==> src/rtl/adc_limit_pkg.sv <==
`timescale 1ns/1ps
package adc_limit_pkg;
  localparam int DATA_W = 8;
  localparam int NUM_CH = 3;
  localparam int ADDR_W = 4;
  localparam int CH_W   = 2;

  localparam logic [ADDR_W-1:0] A_CTRL = 4'h0;
  localparam logic [ADDR_W-1:0] A_STAT = 4'h1;
  localparam logic [ADDR_W-1:0] A_CMD  = 4'h2;
  localparam logic [ADDR_W-1:0] A_DATA = 4'h4;  // channel k (0-based) at A_DATA+k
  localparam logic [ADDR_W-1:0] A_HIGH = 4'h8;
  localparam logic [ADDR_W-1:0] A_LOW  = 4'hC;

  localparam int B_ALIE = 2;
  localparam int B_AHIE = 1;
  localparam int B_CS1  = 5;  // channel k (0-based) select at B_CS1-k

  typedef struct packed {
    logic              wrCtrl;
    logic              wrStatus;
    logic              conv;
    logic [NUM_CH-1:0] wrHigh;
    logic [NUM_CH-1:0] wrLow;
    logic [NUM_CH-1:0] take;
  } strobe_t;
endpackage

==> src/rtl/adc_limit_ctrl.sv <==
`timescale 1ns/1ps
module adc_limit_ctrl
  import adc_limit_pkg::*;
(
  input  logic              wrEn,
  input  logic [ADDR_W-1:0] addr,
  input  logic              sampleValid,
  input  logic [CH_W-1:0]   sampleCh,
  input  logic [NUM_CH-1:0] csMask,
  output strobe_t           stb
);
  always_comb begin
    stb          = '0;
    stb.wrCtrl   = wrEn && (addr == A_CTRL);
    stb.wrStatus = wrEn && (addr == A_STAT);
    stb.conv     = wrEn && (addr == A_CMD);
    for (int k = 0; k < NUM_CH; k++) begin
      stb.wrHigh[k] = wrEn && (addr == (A_HIGH + ADDR_W'(k)));
      stb.wrLow[k]  = wrEn && (addr == (A_LOW + ADDR_W'(k)));
      stb.take[k]   = sampleValid && (sampleCh == CH_W'(k + 1)) && csMask[k];
    end
  end
endmodule

==> src/rtl/adc_limit_datapath.sv <==
`timescale 1ns/1ps
module adc_limit_datapath
  import adc_limit_pkg::*;
(
  input  logic                     clk,
  input  logic                     rstN,
  input  strobe_t                  stb,
  input  logic [ADDR_W-1:0]        addr,
  input  logic [DATA_W-1:0]        wrData,
  input  logic [DATA_W-1:0]        sampleData,
  output logic [DATA_W-1:0]        rdData,
  output logic [NUM_CH-1:0]        csMask,
  output logic [DATA_W-1:0]        ctrlReg,
  output logic [NUM_CH-1:0]        hiFlag,
  output logic [NUM_CH-1:0]        loFlag,
  output logic                     dataReady,
  output logic [NUM_CH*DATA_W-1:0] hiThrFlat,
  output logic [NUM_CH*DATA_W-1:0] loThrFlat,
  output logic                     convReq,
  output logic [CH_W-1:0]          convCh,
  output logic                     irqN
);
  logic [DATA_W-3:0] ctrlBits;
  logic [DATA_W-1:0] curData [NUM_CH];
  logic [DATA_W-1:0] hiThr   [NUM_CH];
  logic [DATA_W-1:0] loThr   [NUM_CH];
  logic              pendActive, drArm, matchTake;
  logic [NUM_CH-1:0] pendHit;

  assign ctrlReg = {1'b0, ctrlBits, 1'b0};

  always_ff @(posedge clk or negedge rstN)
    if (!rstN)           ctrlBits <= '0;
    else if (stb.wrCtrl) ctrlBits <= wrData[DATA_W-2:1];

  for (genvar k = 0; k < NUM_CH; k++) begin : g_ch
    logic hiSet, loSet, hiClr, loClr;
    assign csMask[k] = ctrlReg[B_CS1-k];
    assign hiSet = stb.take[k] && (sampleData >= hiThr[k]);
    assign loSet = stb.take[k] && (sampleData <= loThr[k]);
    assign hiClr = stb.wrStatus && wrData[k];
    assign loClr = stb.wrStatus && wrData[NUM_CH+k];
    assign hiThrFlat[k*DATA_W +: DATA_W] = hiThr[k];
    assign loThrFlat[k*DATA_W +: DATA_W] = loThr[k];
    assign pendHit[k] = stb.take[k] && (convCh == CH_W'(k + 1));

    always_ff @(posedge clk or negedge rstN)
      if (!rstN) begin
        curData[k] <= '0;
        hiThr[k]   <= '0;
        loThr[k]   <= '0;
        hiFlag[k]  <= 1'b0;
        loFlag[k]  <= 1'b0;
      end else begin
        if (stb.take[k])   curData[k] <= sampleData;
        if (stb.wrHigh[k]) hiThr[k]   <= wrData;
        if (stb.wrLow[k])  loThr[k]   <= wrData;
        hiFlag[k] <= hiSet | (hiFlag[k] & ~hiClr);
        loFlag[k] <= loSet | (loFlag[k] & ~loClr);
      end
  end

  assign matchTake = pendActive && (|pendHit);

  always_ff @(posedge clk or negedge rstN)
    if (!rstN) begin
      convReq    <= 1'b0;
      convCh     <= '0;
      pendActive <= 1'b0;
      drArm      <= 1'b0;
      dataReady  <= 1'b0;
    end else begin
      convReq <= stb.conv;
      if (stb.conv) begin
        convCh     <= wrData[CH_W-1:0];
        pendActive <= 1'b1;
        drArm      <= 1'b0;
        dataReady  <= 1'b0;
      end else begin
        drArm <= matchTake;
        if (matchTake) pendActive <= 1'b0;
        if (drArm)     dataReady  <= 1'b1;
      end
    end

  always_ff @(posedge clk or negedge rstN)
    if (!rstN) irqN <= 1'b1;
    else irqN <= !((ctrlReg[B_ALIE] && (|loFlag)) || (ctrlReg[B_AHIE] && (|hiFlag)));

  always_comb begin
    rdData = '0;
    if (addr == A_CTRL) rdData = ctrlReg;
    if (addr == A_STAT) begin
      rdData[NUM_CH-1:0]        = hiFlag;
      rdData[2*NUM_CH-1:NUM_CH] = loFlag;
      rdData[DATA_W-1]          = dataReady;
    end
    for (int k = 0; k < NUM_CH; k++) begin
      if (addr == (A_DATA + ADDR_W'(k))) rdData = csMask[k] ? curData[k] : '0;
      if (addr == (A_HIGH + ADDR_W'(k))) rdData = hiThr[k];
      if (addr == (A_LOW + ADDR_W'(k)))  rdData = loThr[k];
    end
  end
endmodule

==> src/rtl/adc_limit_monitor.sv <==
`timescale 1ns/1ps
module adc_limit_monitor
  import adc_limit_pkg::*;
(
  input  logic              clk,
  input  logic              rstN,
  input  logic              wrEn,
  input  logic [ADDR_W-1:0] addr,
  input  logic [DATA_W-1:0] wrData,
  output logic [DATA_W-1:0] rdData,
  input  logic              sampleValid,
  input  logic [CH_W-1:0]   sampleCh,
  input  logic [DATA_W-1:0] sampleData,
  output logic              convReq,
  output logic [CH_W-1:0]   convCh,
  output logic              irqN
);
  strobe_t                  stb;
  logic [NUM_CH-1:0]        csMask, hiFlag, loFlag;
  logic [DATA_W-1:0]        ctrlReg;
  logic                     dataReady;
  logic [NUM_CH*DATA_W-1:0] hiThrFlat, loThrFlat;

  adc_limit_ctrl u_ctrl (
    .wrEn(wrEn), .addr(addr), .sampleValid(sampleValid),
    .sampleCh(sampleCh), .csMask(csMask), .stb(stb)
  );

  adc_limit_datapath u_dp (
    .clk(clk), .rstN(rstN), .stb(stb), .addr(addr), .wrData(wrData),
    .sampleData(sampleData), .rdData(rdData), .csMask(csMask),
    .ctrlReg(ctrlReg), .hiFlag(hiFlag), .loFlag(loFlag),
    .dataReady(dataReady), .hiThrFlat(hiThrFlat), .loThrFlat(loThrFlat),
    .convReq(convReq), .convCh(convCh), .irqN(irqN)
  );
endmodule

==> config.mk <==
export PLATFORM = sky130hd
export DESIGN_NAME = adc_limit_monitor
export DESIGN_NICKNAME = d
export VERILOG_FILES = /design/src/rtl/adc_limit_pkg.sv /design/src/rtl/adc_limit_ctrl.sv /design/src/rtl/adc_limit_datapath.sv /design/src/rtl/adc_limit_monitor.sv
export SDC_FILE = /design/constraint.sdc
export NUM_CORES = 1
export LEC_CHECK = 0
export BUFFER_PORTS_ARGS = -buffer_cell sky130_fd_sc_hd__buf_2
export CAP_MARGIN = 5
export CORE_MARGIN = 8
export CORE_UTILIZATION = 60
export CTS_CLUSTER_DIAMETER = 30
export CTS_CLUSTER_SIZE = 30
export DETAILED_ROUTE_END_ITERATION = 10
export GPL_TIMING_DRIVEN = 0
export PLACE_DENSITY = 0.79
export REMOVE_ABC_BUFFERS = 1
export SLEW_MARGIN = 15
export SYNTH_ARGS = -nofsm -noshare
export SYNTH_HDL_FRONTEND = slang
export SYNTH_SLANG_ARGS = --single-unit
==> constraint.sdc <==
create_clock -name clk -period 2.12 [get_ports clk]
set_clock_uncertainty 0.2 [all_clocks]
set_input_delay 0.318 -clock clk [delete_from_list [all_inputs] [get_ports clk]]
set_output_delay 0.318 -clock clk [all_outputs]
set_load 0.01 [all_outputs]
======== Word-level counts from Yosys, hierarchy flattened ========
Index checks and enable logic that the tools add are counted.
storage, ports and cells
  logic and storage cells ................. 124
  output and inout port bits .............. 12
  input port bits ......................... 26
  register bits ........................... 91
cells by class
  bitwise logic cells ..................... 18
  reduce and logical (&&, ||, !) cells .... 41
  equality and inequality tests ........... 17
  $lt $le $gt $ge ......................... 6
  mux-type cells .......................... 20
operators with widths
  kind                                                  count
  2-to-1 mux 8 bit                                      12
  logical AND 1 bit                                     33
  equality test 4 bit (second input constant)           6
  greater-or-equal comparator 8 bit                     3
  <= comparator 8 bit                                   3
  equality test 4 x 3 -> 1 bit (second input constant)  3
  OR reduction 3 bit                                    3
  equality test 2 bit (second input constant)           4
  2-to-1 mux 7 bit                                      1
  bitwise AND 1 bit                                     6
  2-to-1 mux 1 bit                                      6
  2-to-1 mux 6 bit                                      1
  NOT 1 bit                                             6
  OR 1 bit                                              6
  equality test 2 x 1 -> 1 bit (second input constant)  2
  equality test 4 x 1 -> 1 bit (second input constant)  1
  equality test 4 x 2 -> 1 bit (second input constant)  1
  zero test 4 bit                                       1
  nonzero test 2 bit                                    2
  zero test 1 bit                                       1
  logical OR 1 bit                                      1

======== Logic depth before layout (Yosys ltp) ========
Gate-level depths: netlist (run 1).
  depth in word-level cells ............... 12
  depth in mapped cells ................... 8
  mapped depth without buffers ............ 6

======== Modules after synthesis ========
From an unflattened synthesis (run 1), not the netlist that was laid out.
second synthesis, totals
  cell total of the unflattened synthesis .. 605
  area, all modules ....................... 5,575.3 um2
by module, submodules not included
  module              seq. area each (um2)  area each (um2)  times used  cells an instance
  adc_limit_datapath  2,278.4               5,467.7          1           588
  adc_limit_ctrl      0.0                   107.6            1           17

======== Worst setup path after synthesis (run 1) ========
OpenSTA, ideal clock, no wires.
  path kind ............................... input -> output
  start point ............................. input port addr[0]
  end point ............................... output port rdData[6]
  data required time ...................... 1.602 ns
  path slack .............................. 0.324 ns
  arrival ................................. 1.278 ns
  path buffers ............................ 1
  stages on the path ...................... 5
  cell sequence ........................... buf_2 -> nor2b_1 -> a21o_1 -> a211oi_1 -> o31ai_1
on the way
  longest elaborated chain between the ends .. 11
  elaborated cells on any way between the ends .. 20
  those cells by class .................... 9 x eq/ne; 10 x mux; 1 x reduce/logical
RTL lines
  element               RTL line                   source
  from (decl)           adc_limit_monitor.sv:8     input logic [ADDR_W-1:0] addr,
  zero test 4 bit       adc_limit_datapath.sv:92   if (addr == A_CTRL) rdData = ctrlReg;
  2-to-1 mux 7 bit      adc_limit_datapath.sv:92
  2-to-1 mux 8 bit      adc_limit_datapath.sv:99   if (addr == (A_DATA + ADDR_W'(k))) rdData = csMask[k] ? curData[k] : '0;
  2-to-1 mux 8 bit      adc_limit_datapath.sv:100  if (addr == (A_HIGH + ADDR_W'(k))) rdData = hiThr[k];
  2-to-1 mux 8 bit      adc_limit_datapath.sv:101  if (addr == (A_LOW + ADDR_W'(k))) rdData = loThr[k];
  2-to-1 mux 8 bit      adc_limit_datapath.sv:99
  2-to-1 mux 8 bit      adc_limit_datapath.sv:100
  2-to-1 mux 8 bit      adc_limit_datapath.sv:101
  2-to-1 mux 8 bit      adc_limit_datapath.sv:99
  2-to-1 mux 8 bit      adc_limit_datapath.sv:100
  2-to-1 mux 8 bit (*)  adc_limit_datapath.sv:101
  to (decl)             adc_limit_monitor.sv:10    output logic [DATA_W-1:0] rdData,
Every way passes the cells marked *; elsewhere a longest branch is shown, timed or not.

======== Worst setup path in the final report (run 1) ========
  start point ............................. register u_dp.ctrlBits[3]
  end point ............................... output port rdData[2]
on the way
  longest elaborated chain between the ends .. 7
RTL lines
  element                         RTL line                   source
  from (decl)                     adc_limit_datapath.sv:23   logic [DATA_W-3:0] ctrlBits;
  from (signal assigned)          adc_limit_datapath.sv:34   else if (stb.wrCtrl) ctrlBits <= wrData[DATA_W-2:1];
  2-to-1 mux 8 bit (2 in series)  adc_limit_datapath.sv:99
  2-to-1 mux 8 bit                adc_limit_datapath.sv:100
  2-to-1 mux 8 bit                adc_limit_datapath.sv:101
  2-to-1 mux 8 bit                adc_limit_datapath.sv:99
  2-to-1 mux 8 bit                adc_limit_datapath.sv:100
  2-to-1 mux 8 bit                adc_limit_datapath.sv:101
Every way passes these cells.

==> summary.txt, run 1 <==
Status
  – Outcome: complete, but fails checks
  – Violated checks: setup timing

Critical path
  – Worst setup SP type: flop
  – Crit. End Element: primary output
  – Worst Path Required: 1.60 ns
  – CP startpoint: u_dp.ctrlBits[3]
  – Arr. time, crit path: 1.79 ns
  – Crit Path Max Fanout: 6
  – Reg2Reg Launch Point: u_dp.ctrlBits[2]
  – Crit Path Class: flop to primary output

Clocking
  – H-tree Lvls: 3
  – CTS clock-pin slew for the worst setup and hold paths: 0.09 ns
  – Root Driver: clkbuf_8
  – CTS tree: done
  – CTS max path bufs: 2
  – Total CTS buffers: 9
  – Clk_lat worst skew: 0.37 ns
  – Clock sinks: 91

GRT
  – Wire length of the first global-routing pass: 25.2 mm
  – Vias in the first global route: 4906
  – GR Util All Layers: 25.4%
  – Initial antenna violation count: 0
  – Largest net degree at the start of global routing: 55
  – GRT Residual Overflow: 0

Logic synthesis
  – Post-Syn Area: 5540 um2
  – Seq cells post-synth: 91
  – Area share of the largest cell type after synthesis: 40.6%
  – Top_reg_cell synth: dfrtp_1
  – Asr flop ratio synth: 100%
  – Leading area contributor after synthesis: dfrtp_1
  – Mapped Cells: 572
  – Cell variety after synth: 62
  – Register area share after synthesis: 41.1%
  – Yosys Warn Count: 0
  – Synth Area per Inst: 9.69 um2
  – Top cells by area, synth: dfrtp_1 41%, ha_1 11%, nand2_1 7.4%
  – EDFF count, synth: 0

Final layout
  – Final core utilization: 68.4%
  – Inserted Diodes: 0
  – Final #Nets: 685
  – Fillers: 681
  – Share of post-route cells with drive strength above 1: 25.2%
  – Area Overhead vs Synth: 12.3%

Floorplanning
  – Number of cell rows: 35
  – Ports: 38
  – Die Wd: 112 um
  – Chip Height: 112 um
  – Initial Utilization: 60.9%
  – Total Die Area: 12600 um2
  – Core Area: 9110 um2

Timing
  – Final setup margin: -0.189 ns
  – RSZ-0062 raised after global routing: true
  – Max Clk Rate: 0.433 GHz
  – Slew HR: 57.4%
  – Part of the cycle the worst path needs: 109%
  – Min Hold Slack: 0.0524 ns
  – Tmin final: 2.31 ns
  – Tightest Pin Transition: 0.638 ns
  – Max-slew violations: 0
  – Fin. Hold Viols: 0
  – Final setup violation count: 7

Flow run
  – Maxcap violations: 0

Route
  – Final Routed Wirelength: 15.5 mm
  – DRT Pass-1 Iters: 5
  – Remaining antenna violation count: 0
  – Drt initial violations: 481
  – Via count: 4685
  – Vias/cell: 6.44
  – Drt drc: 0
  – Per-cell routed wire length: 21.4 um

Placement
  – Hpwl dp: 10.7 mm
  – Final GP Congestion: 0.912
  – Worst slack at placement: -0.685 ns
  – I/O Buffers: 37

Pwr
  – Leakage: 0.00294 uW
  – Power after layout: 5690 uW
  – Worst vdd ir: 0.457 mV
  – PwrDens: 914 nW/um2

Min path
  – Hold/Removal Path Class: primary input to flop
  – Hold Crit Start: wrData[7]
## layer usage
metal,GRT usage (%),wire length (um),up-vias
li1,-,-,2110
met1,31.3,6240,2286
met2,40.7,7470,236
met3,6.28,1260,53
met4,13.3,569,0
met5,0,0,-
## sequential cells by signal, indices dropped and copies added, names as in the netlist, 2 cells and up
name,cells
u_dp.loFlag,3
u_dp.convCh,2
u_dp.curData,24
u_dp.hiFlag,3
u_dp.ctrlBits,6
u_dp.loThrFlat,24
u_dp.hiThrFlat,24
## area by class of cell
type	count	area, um2	share of cell area, %
clock buffer	10	128	2.05
clock inverter	6	88.8	1.43
inverter	49	185	2.97
multi-input combinational	409	3060	49.1
sequential	91	2280	36.6
tap	111	139	2.23
timing repair buffer	51	345	5.55
## worst paths after layout
kind / slack, ns / end / depth (start not counted)
worst max-delay path: -0.19 / rdData[2] / 5
worst min-delay path: 0.05 / u_dp.hiThrFlat[23] / 3
worst max register to register: 0.18 / u_dp.loFlag[2] / 4
worst min register to register: 0.28 / u_dp.pendActive / 1
max in group asynchronous: 0.80 / u_dp.curData[12] / 3
min in group asynchronous: 0.25 / u_dp.loThrFlat[21] / 2
## cell usage after synthesis, drive strengths merged (2+ instances only)
cell and count:
a21o 7, a22oi 15, mux2 38, and2b 2, and3b 2, clkinv 2, mux2i 7, nand4 8
clkbuf 6, inv 47, nand3 10, o211ai 5, nand4b 2, and2 2, nand2 113, buf 17
a221o 4, nor2 11, a22o 2, o221ai 6, o31ai 2, o2111a 4, a31oi 5, nand2b 4
o21ai 41, a211oi 3, nor3 5, dfrtp 90, ha 48, a21oi 24, o2bb2ai 2, nor2b 14
a2bb2oi 2, o41ai 2, and3 5, a32o 5, nor3b 3
## critical path: stages (launching register included)
cell      delay, ns
dfrtp_2        0.41
nor2b_4        0.16
a32o_1         0.28
a22oi_2        0.24
o221ai_2       0.16
buf_2          0.16
## logic make-up (layout without fill, tap and decap cells)
family	Yosys count	in the layout	synth area share, %
flip-flops	91	91	41.1
AO/OA/AOI/OAI	132	132	16.4
adder cells (fa/ha/maj)	48	48	10.8
buffers and inverters	72	116	6.28
multiplexers	45	45	9.19
AND/OR/NAND/NOR	184	184	16.2
## through the flow
step	cells	area [um2]	setup TNS, ns
final	727	6230	-0.863
after floorplan	549	5380	0
after CTS	723	6150	-0.594
after global routing	727	6230	-1.24
after global placement	697	5700	-45.14
after detailed placement	698	5730	-20.62
## cells in the final DEF (no fill, tap or decap), types with 4 or more instances in the layout
cell type | synthesis | layout
a21o_1 | 7 | 7
a21oi_1 | 24 | 22
a221o_1 | 4 | 4
a22oi_1 | 15 | 6
a22oi_2 | 0 | 9
a31oi_1 | 5 | 5
a32o_1 | 5 | 5
and3_1 | 5 | 5
buf_2 | 7 | 32
buf_4 | 4 | 14
clkbuf_8 | 0 | 9
dfrtp_1 | 90 | 88
ha_1 | 48 | 48
inv_1 | 46 | 46
mux2_2 | 35 | 35
mux2i_1 | 7 | 7
nand2_1 | 110 | 109
nand2b_1 | 4 | 4
nand3_1 | 9 | 9
nand4_1 | 7 | 7
nor2_1 | 9 | 7
nor2b_1 | 13 | 9
nor2b_4 | 0 | 4
nor3_1 | 4 | 4
o2111a_1 | 4 | 4
o211ai_1 | 5 | 5
o21ai_0 | 26 | 26
o21ai_1 | 7 | 7
o21ai_2 | 8 | 8
o221ai_2 | 0 | 4
## timing repair
item | CTS | global route
cloned | 0 | 0
endpoints found under the hold margin | 36 | 0
resized for setup | 33 | 10
setup endpoints to repair | 33 | 13
pin swaps | 13 | 8
setup buffers | 8 | 4
hold buffers | 1 | 0
## power by group
part	switching, uW	leakage [uW]	internal [uW]
Combinational	951	0.00173	807
Sequential	363	0.00111	2250
Clock	652	0.000103	667
Power figures use the tool's default switching activity.
==> run 2: changes to the inputs <==
--- a/config.mk
+++ b/config.mk
@@ -8,12 +8,13 @@
 export BUFFER_PORTS_ARGS = -buffer_cell sky130_fd_sc_hd__buf_2
 export CAP_MARGIN = 5
 export CORE_MARGIN = 8
-export CORE_UTILIZATION = 60
+export CORE_UTILIZATION = 55
 export CTS_CLUSTER_DIAMETER = 30
 export CTS_CLUSTER_SIZE = 30
 export DETAILED_ROUTE_END_ITERATION = 10
 export GPL_TIMING_DRIVEN = 0
-export PLACE_DENSITY = 0.79
+export PLACE_DENSITY = 0.76
+export RECOVER_POWER = 50
 export REMOVE_ABC_BUFFERS = 1
 export SLEW_MARGIN = 15
 export SYNTH_ARGS = -nofsm -noshare
==> constraint.sdc (replaced) <==
create_clock -name clk -period 1.9 [get_ports clk]
set_clock_uncertainty 0.2 [all_clocks]
set_input_delay 0.285 -clock clk [delete_from_list [all_inputs] [get_ports clk]]
set_output_delay 0.285 -clock clk [all_outputs]
set_load 0.01 [all_outputs]
==> run 2 against run 1 <==
  * The flow still finishes with violations (setup timing)
  * First-iteration DRC count fell by 2.5%
  * Final cell count rose by 4.5%
  * Hold slack got worse by 0.039 ns
  * Worst setup slack got worse by 0.21 ns
  * Critical path depth did not move
  * Sequential power rose by 12%
  * Critical path type unchanged
  * Highest routed layer unchanged
==> summary.txt, run 2 (synthesis results as in run 1) <==
Status
  – Outcome: complete, but fails checks (unchanged)
  – Violated checks: setup timing (unchanged)

Final layout
  – Inserted Diodes: 0 (unchanged)
  – Design area: 6360 um2 (was 6230 um2)
  – Most frequent cells in the layout: 109 x nand2_1, 88 x dfrtp_1, 48 x ha_1, 45 x inv_1, 35 x mux2_2 (was 109 x nand2_1, 88 x dfrtp_1, 48 x ha_1, 46 x inv_1, 35 x mux2_2)
  – Share of post-route cells with drive strength above 1: 27.0% (was 25.2%)
  – Final #Nets: 696 (was 685)
  – Most common cell after layout, fill and taps aside: nand2_1 (unchanged)
  – Area Overhead vs Synth: 14.8% (was 12.3%)

Min path
  – Hold/Removal Path Class: primary input to flop (unchanged)
  – Worst hold path depth: 3 (unchanged)

Timing
  – Max-slew violations: 0 (unchanged)
  – Final setup violation count: 9 (was 7)
  – Part of the cycle the worst path needs: 121%
  – Final setup margin: -0.399 ns (was -0.189 ns)
  – Max Clk Rate: 0.435 GHz
  – Fin. Hold Viols: 0 (unchanged)
  – RSZ-0062 raised after global routing: true (unchanged)
  – TNS Setup: -2.51 ns (was -0.863 ns)
  – Tightest Pin Transition: 1.23 ns (was 0.638 ns)
  – Tmin final: 2.30 ns
  – Slew HR: 18.1% (was 57.4%)

Critical path
  – Arr. time, crit path: 1.81 ns (was 1.79 ns)
  – Worst Path Required: 1.41 ns (was 1.60 ns)
  – Reg2reg path depth: 6 (was 4)
  – Crit. End Element: primary output (unchanged)
  – Worst setup SP type: flop (unchanged)
  – Crit Path Max Fanout: 6 (unchanged)
  – Crit Path Class: flop to primary output (unchanged)

Placement
  – I/O Buffers: 37 (unchanged)
  – Dpl cell area: 5750 um2 (was 5730 um2)
  – Final GP Congestion: 0.892 (was 0.912)
  – Hpwl dp: 10.9 mm (was 10.7 mm)

Route
  – Via count: 4706 (was 4685)
  – Top routing layer in use: met4 (unchanged)
  – Routed met3 length: 1.19 mm (was 1.26 mm)
  – Drt initial violations: 469 (was 481)
  – Final Routed Wirelength: 16.2 mm (was 15.5 mm)
  – Drt drc: 0 (unchanged)
  – Met1 wire length: 6.67 mm (was 6.24 mm)
  – Met2 WL: 7.75 mm (was 7.47 mm)
  – Per-cell routed wire length: 21.3 um (was 21.4 um)
  – Remaining antenna violation count: 0 (unchanged)
  – DRT Pass-1 Iters: 5 (unchanged)
  – Vias/cell: 6.19 (was 6.44)

GRT
  – Vias in the first global route: 4736 (was 4906)
  – Initial antenna violation count: 0 (unchanged)
  – GR Util All Layers: 24.5% (was 25.4%)
  – GRT Residual Overflow: 0 (unchanged)
  – Largest net degree at the start of global routing: 53 (was 55)
  – Wire length of the first global-routing pass: 25.1 mm (was 25.2 mm)

Floorplanning
  – Chip Height: 116 um (was 112 um)
  – Ports: 38 (unchanged)
  – Number of cell rows: 36 (was 35)
  – Total Die Area: 13500 um2 (was 12600 um2)
  – Initial Utilization: 56.7% (was 60.9%)
  – Core Area: 9770 um2 (was 9110 um2)
  – Die Wd: 116 um (was 112 um)

Pwr
  – Worst vdd ir: 0.501 mV (was 0.457 mV)
  – PwrDens: 1020 nW/um2 (was 914 nW/um2)
  – Leakage: 0.00301 uW (was 0.00294 uW)

Clocking
  – Clk_lat worst skew: 0.38 ns (was 0.37 ns)
  – Clock sinks: 91 (unchanged)
  – CTS tree: done (unchanged)
  – Total CTS buffers: 9 (unchanged)
  – CTS max path bufs: 2 (unchanged)
  – Root Driver: clkbuf_8 (unchanged)
  – CTS clock-pin slew for the worst setup and hold paths: 0.09 ns (about the same)
  – H-tree Lvls: 3 (unchanged)

Flow run
  – Maxcap violations: 0 (unchanged)
## run 2: cell count changes in the layout (fill, tap and decap cells not counted), sizes merged
cell      previous run  this run
inv                 48        47
clkbuf              10        12
buf                 50        61
clkinvlp             2         1
## run 2: worst max-delay path, stage by stage, from the launching register on
cell	delay, ns
dfrtp_2	0.42
nor2b_4	0.16
a32o_1	0.27
a22oi_2	0.27
o221ai_2	0.16
buf_2	0.16
## run 2: area by class of cell
| type | instances | area, um2 |
|---|---|---|
| inverters | 49 | 185 |
| fillers | 786 | 3410 |
| well taps | 133 | 166 |
| clock inverters | 4 | 72.6 |
| clock buffers | 12 | 155 |
| multi-input cells | 409 | 3070 |
| flip-flops and latches | 91 | 2280 |
| repair buffers | 62 | 429 |
## run 2: what timing repair did
| action | in CTS | in global routing |
|---|---|---|
| resized for setup | 36 | 16 |
| gates cloned | 0 | 0 |
| endpoints found under the hold margin | 50 | 0 |
| endpoints found under the setup margin | 67 | 18 |
| setup buffers | 20 | 3 |
| pin swaps | 18 | 10 |
| hold buffers | 1 | 0 |
## run 2: stage by stage
stage	worst slack, ns	util (%)	instances	power (uW)	hold WS (ns)
6_report	-0.399	65.1	760	6480	0.0138
5_1_grt	-0.441	65.1	760	6840	0.0104
4_1_cts	-0.321	64.3	757	6360	0.00769
3_5_place_dp	-0.867	58.9	720	4720	0.171
3_3_place_gp	-0.871	58.6	719	4600	0.241
2_1_floorplan	0.163	-	549	4050	-0.211
## run 2: worst paths after layout
| path | start | endpoint | slack (ns) |
|---|---|---|---|
| setup / recovery | u_dp.ctrlBits[3] | rdData[4] | -0.40 |
| hold / removal | wrData[6] | u_dp.hiThrFlat[14] | 0.01 |
| setup reg to reg | u_dp.hiThrFlat[13] | u_dp.hiFlag[1] | 0 |
| hold reg to reg | u_dp.pendActive | u_dp.pendActive | 0.28 |
| max in group asynchronous | rstN | u_dp.loThrFlat[4] | 0.16 |
| min in group asynchronous | rstN | u_dp.loThrFlat[21] | 0.51 |
## run 2: power by group
part           leakage, uW  total (uW)  internal, uW  switching [uW]
sequential         0.00111        2940          2510             425
combinational      0.00178        2010           933            1070
clock             0.000113        1530           812             721
total              0.00301        6480          4260            2220
## run 2: routing by layer
layer,GRT usage (%),vias up
li1,-,2121
met1,31.2,2303
met2,40.0,231
met3,3.77,51
met4,12.1,0
met5,0,-
==> run 3: changes to the inputs <==
==> constraint.sdc (replaced) <==
create_clock -name clk -period 2.1 [get_ports clk]
set_clock_uncertainty 0.2 [all_clocks]
set_input_delay 0.315 -clock clk [delete_from_list [all_inputs] [get_ports clk]]
set_output_delay 0.315 -clock clk [all_outputs]
set_load 0.01 [all_outputs]
==> run 3 against run 2 <==
  * The flow still finishes with violations (setup timing)
  * Clock power is 9.8% lower
  * Combinational power is 12% lower
  * Die area stayed put
  * Global-route usage hardly changed
  * Core utilization is 0.81 points lower
  * Final cell count is 1.1% lower
  * Routed wire length is 1.9% lower
==> summary.txt, run 3 (synthesis results as in run 1) <==
Status
  – Outcome: complete, but fails checks (unchanged)
  – Violated checks: setup timing (unchanged)

Critical path
  – Crit. End Element: primary output (unchanged)
  – RR Endpoint: u_dp.pendActive (was u_dp.hiFlag[1])
  – Crit Path Max Fanout: 6 (unchanged)
  – Reg2Reg Launch Point: u_dp.ctrlBits[2] (was u_dp.hiThrFlat[13])
  – Arr. time, crit path: 1.84 ns (was 1.81 ns)
  – Worst Path Required: 1.58 ns (was 1.41 ns)
  – R2r setup slk: 0.12 ns (was 0 ns)
  – CP max stage cell: dfrtp_2 (unchanged)
  – Crit Path Class: flop to primary output (unchanged)
  – Crit path largest cell delay: 0.42 ns (about the same)
  – Worst-path cell chain: nor2b_4, a32o_1, a22oi_2, o221ai_2, buf_2 (unchanged)
  – Worst setup SP type: flop (unchanged)
  – Reg2reg path depth: 5 (was 6)

Floorplanning
  – Total Die Area: 13500 um2 (unchanged)
  – Die Wd: 116 um (unchanged)
  – Core Area: 9770 um2 (unchanged)
  – Number of cell rows: 36 (unchanged)
  – Initial Utilization: 56.7% (unchanged)
  – Ports: 38 (unchanged)
  – Chip Height: 116 um (unchanged)

Timing
  – Max-slew violations: 0 (unchanged)
  – Tmin final: 2.35 ns
  – Fin. Hold Viols: 0 (unchanged)
  – Final setup violation count: 8 (was 9)
  – Tightest Pin Transition: 1.34 ns (was 1.23 ns)
  – Max Clk Rate: 0.425 GHz
  – Slew HR: 10.7% (was 18.1%)
  – RSZ-0062 raised after global routing: true (unchanged)
  – Part of the cycle the worst path needs: 112%
  – Final setup margin: -0.254 ns (was -0.399 ns)

Min path
  – Hold Crit Start: wrData[6] (unchanged)
  – Worst hold path depth: 3 (unchanged)
  – Hold/Removal Path Class: primary input to flop (unchanged)
  – WHS Endpoint: u_dp.hiThrFlat[14] (unchanged)

GRT
  – Vias in the first global route: 4681 (was 4736)
  – Largest net degree at the start of global routing: 53 (unchanged)
  – Wire length of the first global-routing pass: 25.0 mm (was 25.1 mm)
  – GRT Residual Overflow: 0 (unchanged)
  – GR Util All Layers: 24.5% (about the same)
  – Initial antenna violation count: 0 (unchanged)

Clocking
  – H-tree Lvls: 3 (unchanged)
  – CTS max path bufs: 2 (unchanged)
  – Clk_lat worst skew: 0.37 ns (was 0.38 ns)
  – CTS tree: done (unchanged)
  – Clock sinks: 91 (unchanged)
  – CTS clock-pin slew for the worst setup and hold paths: 0.09 ns (about the same)
  – Total CTS buffers: 9 (unchanged)
  – Root Driver: clkbuf_8 (unchanged)

Route
  – Drt drc: 0 (unchanged)
  – DRT Pass-1 Iters: 6 (was 5)
  – Final Routed Wirelength: 15.9 mm (was 16.2 mm)
  – Vias/cell: 6.26 (was 6.19)
  – Via count: 4709 (was 4706)
  – Drt initial violations: 441 (was 469)
  – Per-cell routed wire length: 21.2 um (was 21.3 um)
  – Remaining antenna violation count: 0 (unchanged)

Flow run
  – Maxcap violations: 0 (unchanged)

Pwr
  – Worst vdd ir: 0.380 mV (was 0.501 mV)
  – PwrDens: 920 nW/um2 (was 1020 nW/um2)
  – Leakage: 0.00297 uW (was 0.00301 uW)

Final layout
  – Final #Nets: 688 (was 696)
  – Final core utilization: 64.3% (was 65.1%)
  – Final std cells w/o fill: 752 (was 760)
  – Share of post-route cells with drive strength above 1: 25.4% (was 27.0%)
  – Most frequent cells in the layout: 109 x nand2_1, 88 x dfrtp_1, 48 x ha_1, 46 x inv_1, 35 x mux2_2 (was 109 x nand2_1, 88 x dfrtp_1, 48 x ha_1, 45 x inv_1, 35 x mux2_2)
  – Inserted Diodes: 0 (unchanged)
  – Most common cell after layout, fill and taps aside: nand2_1 (unchanged)
  – Area Overhead vs Synth: 13.4% (was 14.8%)

Placement
  – Final GP Congestion: 0.892 (unchanged)
  – Placed insts: 720 (unchanged)
  – Hpwl dp: 10.9 mm (unchanged)
  – I/O Buffers: 37 (unchanged)
run 3: changes by cell type in the layout (fill, tap and decap cells not counted), sizes merged:
cell / before / now
clkbuf: 12 / 13
buf: 61 / 52
run 3: final cells by class:
cell class | instances | area (um2)
clock inverter | 4 | 72.6
sequential | 91 | 2280
multi-input combinational | 409 | 3060
timing repair buffer | 54 | 365
tap | 133 | 166
clock buffer | 12 | 155
fill | 802 | 3490
inverter | 49 | 185
run 3: worst max-delay path: cells and delay by family, from the launching register on:
kind | cells | cell delay, ns
AOI/OAI and AO/OA | 3 | 0.73
buffers and inverters | 1 | 0.17
DFF | 1 | 0.42
and+or+nand+nor | 1 | 0.16
run 3: per-layer routing:
metal  up-vias  global-route usage, %  wire [um]
li1       2110                      -          -
met1      2298                   31.4       6250
met2       250                   39.0       7560
met3        51                   3.88       1430
met4         0                   13.3        665
met5         -                      0          0
run 3: stage by stage:
step | setup TNS [ns] | cell area [um2] | hold WS, ns | power, uW | setup WS (ns)
floorplan | 0 | 5380 | -0.181 | 3670 | 0.333
global placement | -51.35 | 5730 | 0.241 | 4160 | -0.701
detailed placement | -21.99 | 5750 | 0.201 | 4270 | -0.697
CTS | -0.792 | 6230 | 0.0377 | 5730 | -0.150
global route | -2.07 | 6280 | 0.0441 | 6120 | -0.263
finish | -1.09 | 6280 | 0.0478 | 5780 | -0.254
run 3: worst max-delay path by stage:
stage | startpoint | to | slack [ns] | cells after the start
floorplan | addr[3] | u_dp.hiThrFlat[16] | 0.33 | 3
global route | u_dp.ctrlBits[4] | rdData[1] | -0.26 | 6
global placement | addr[3] | u_dp.hiThrFlat[16] | -0.70 | 4
CTS | u_dp.ctrlBits[3] | rdData[4] | -0.15 | 5
detailed placement | addr[3] | u_dp.hiThrFlat[16] | -0.70 | 4
finish | u_dp.ctrlBits[3] | rdData[4] | -0.25 | 5
run 3: what timing repair did:
item / in CTS / in global routing
endpoints found under the hold margin: 50 / 0
buffers inserted: 14 / 1
pin swaps: 13 / 6
gates resized for setup: 34 / 10
hold buffers: 1 / 0
setup endpoints to repair: 38 / 8
run 3: power by group:
| part | internal [uW] | switching (uW) | leakage (uW) |
|---|---|---|---|
| Sequential | 2270 | 375 | 0.00111 |
| Clock | 735 | 644 | 0.000113 |
| Combinational | 808 | 949 | 0.00174 |
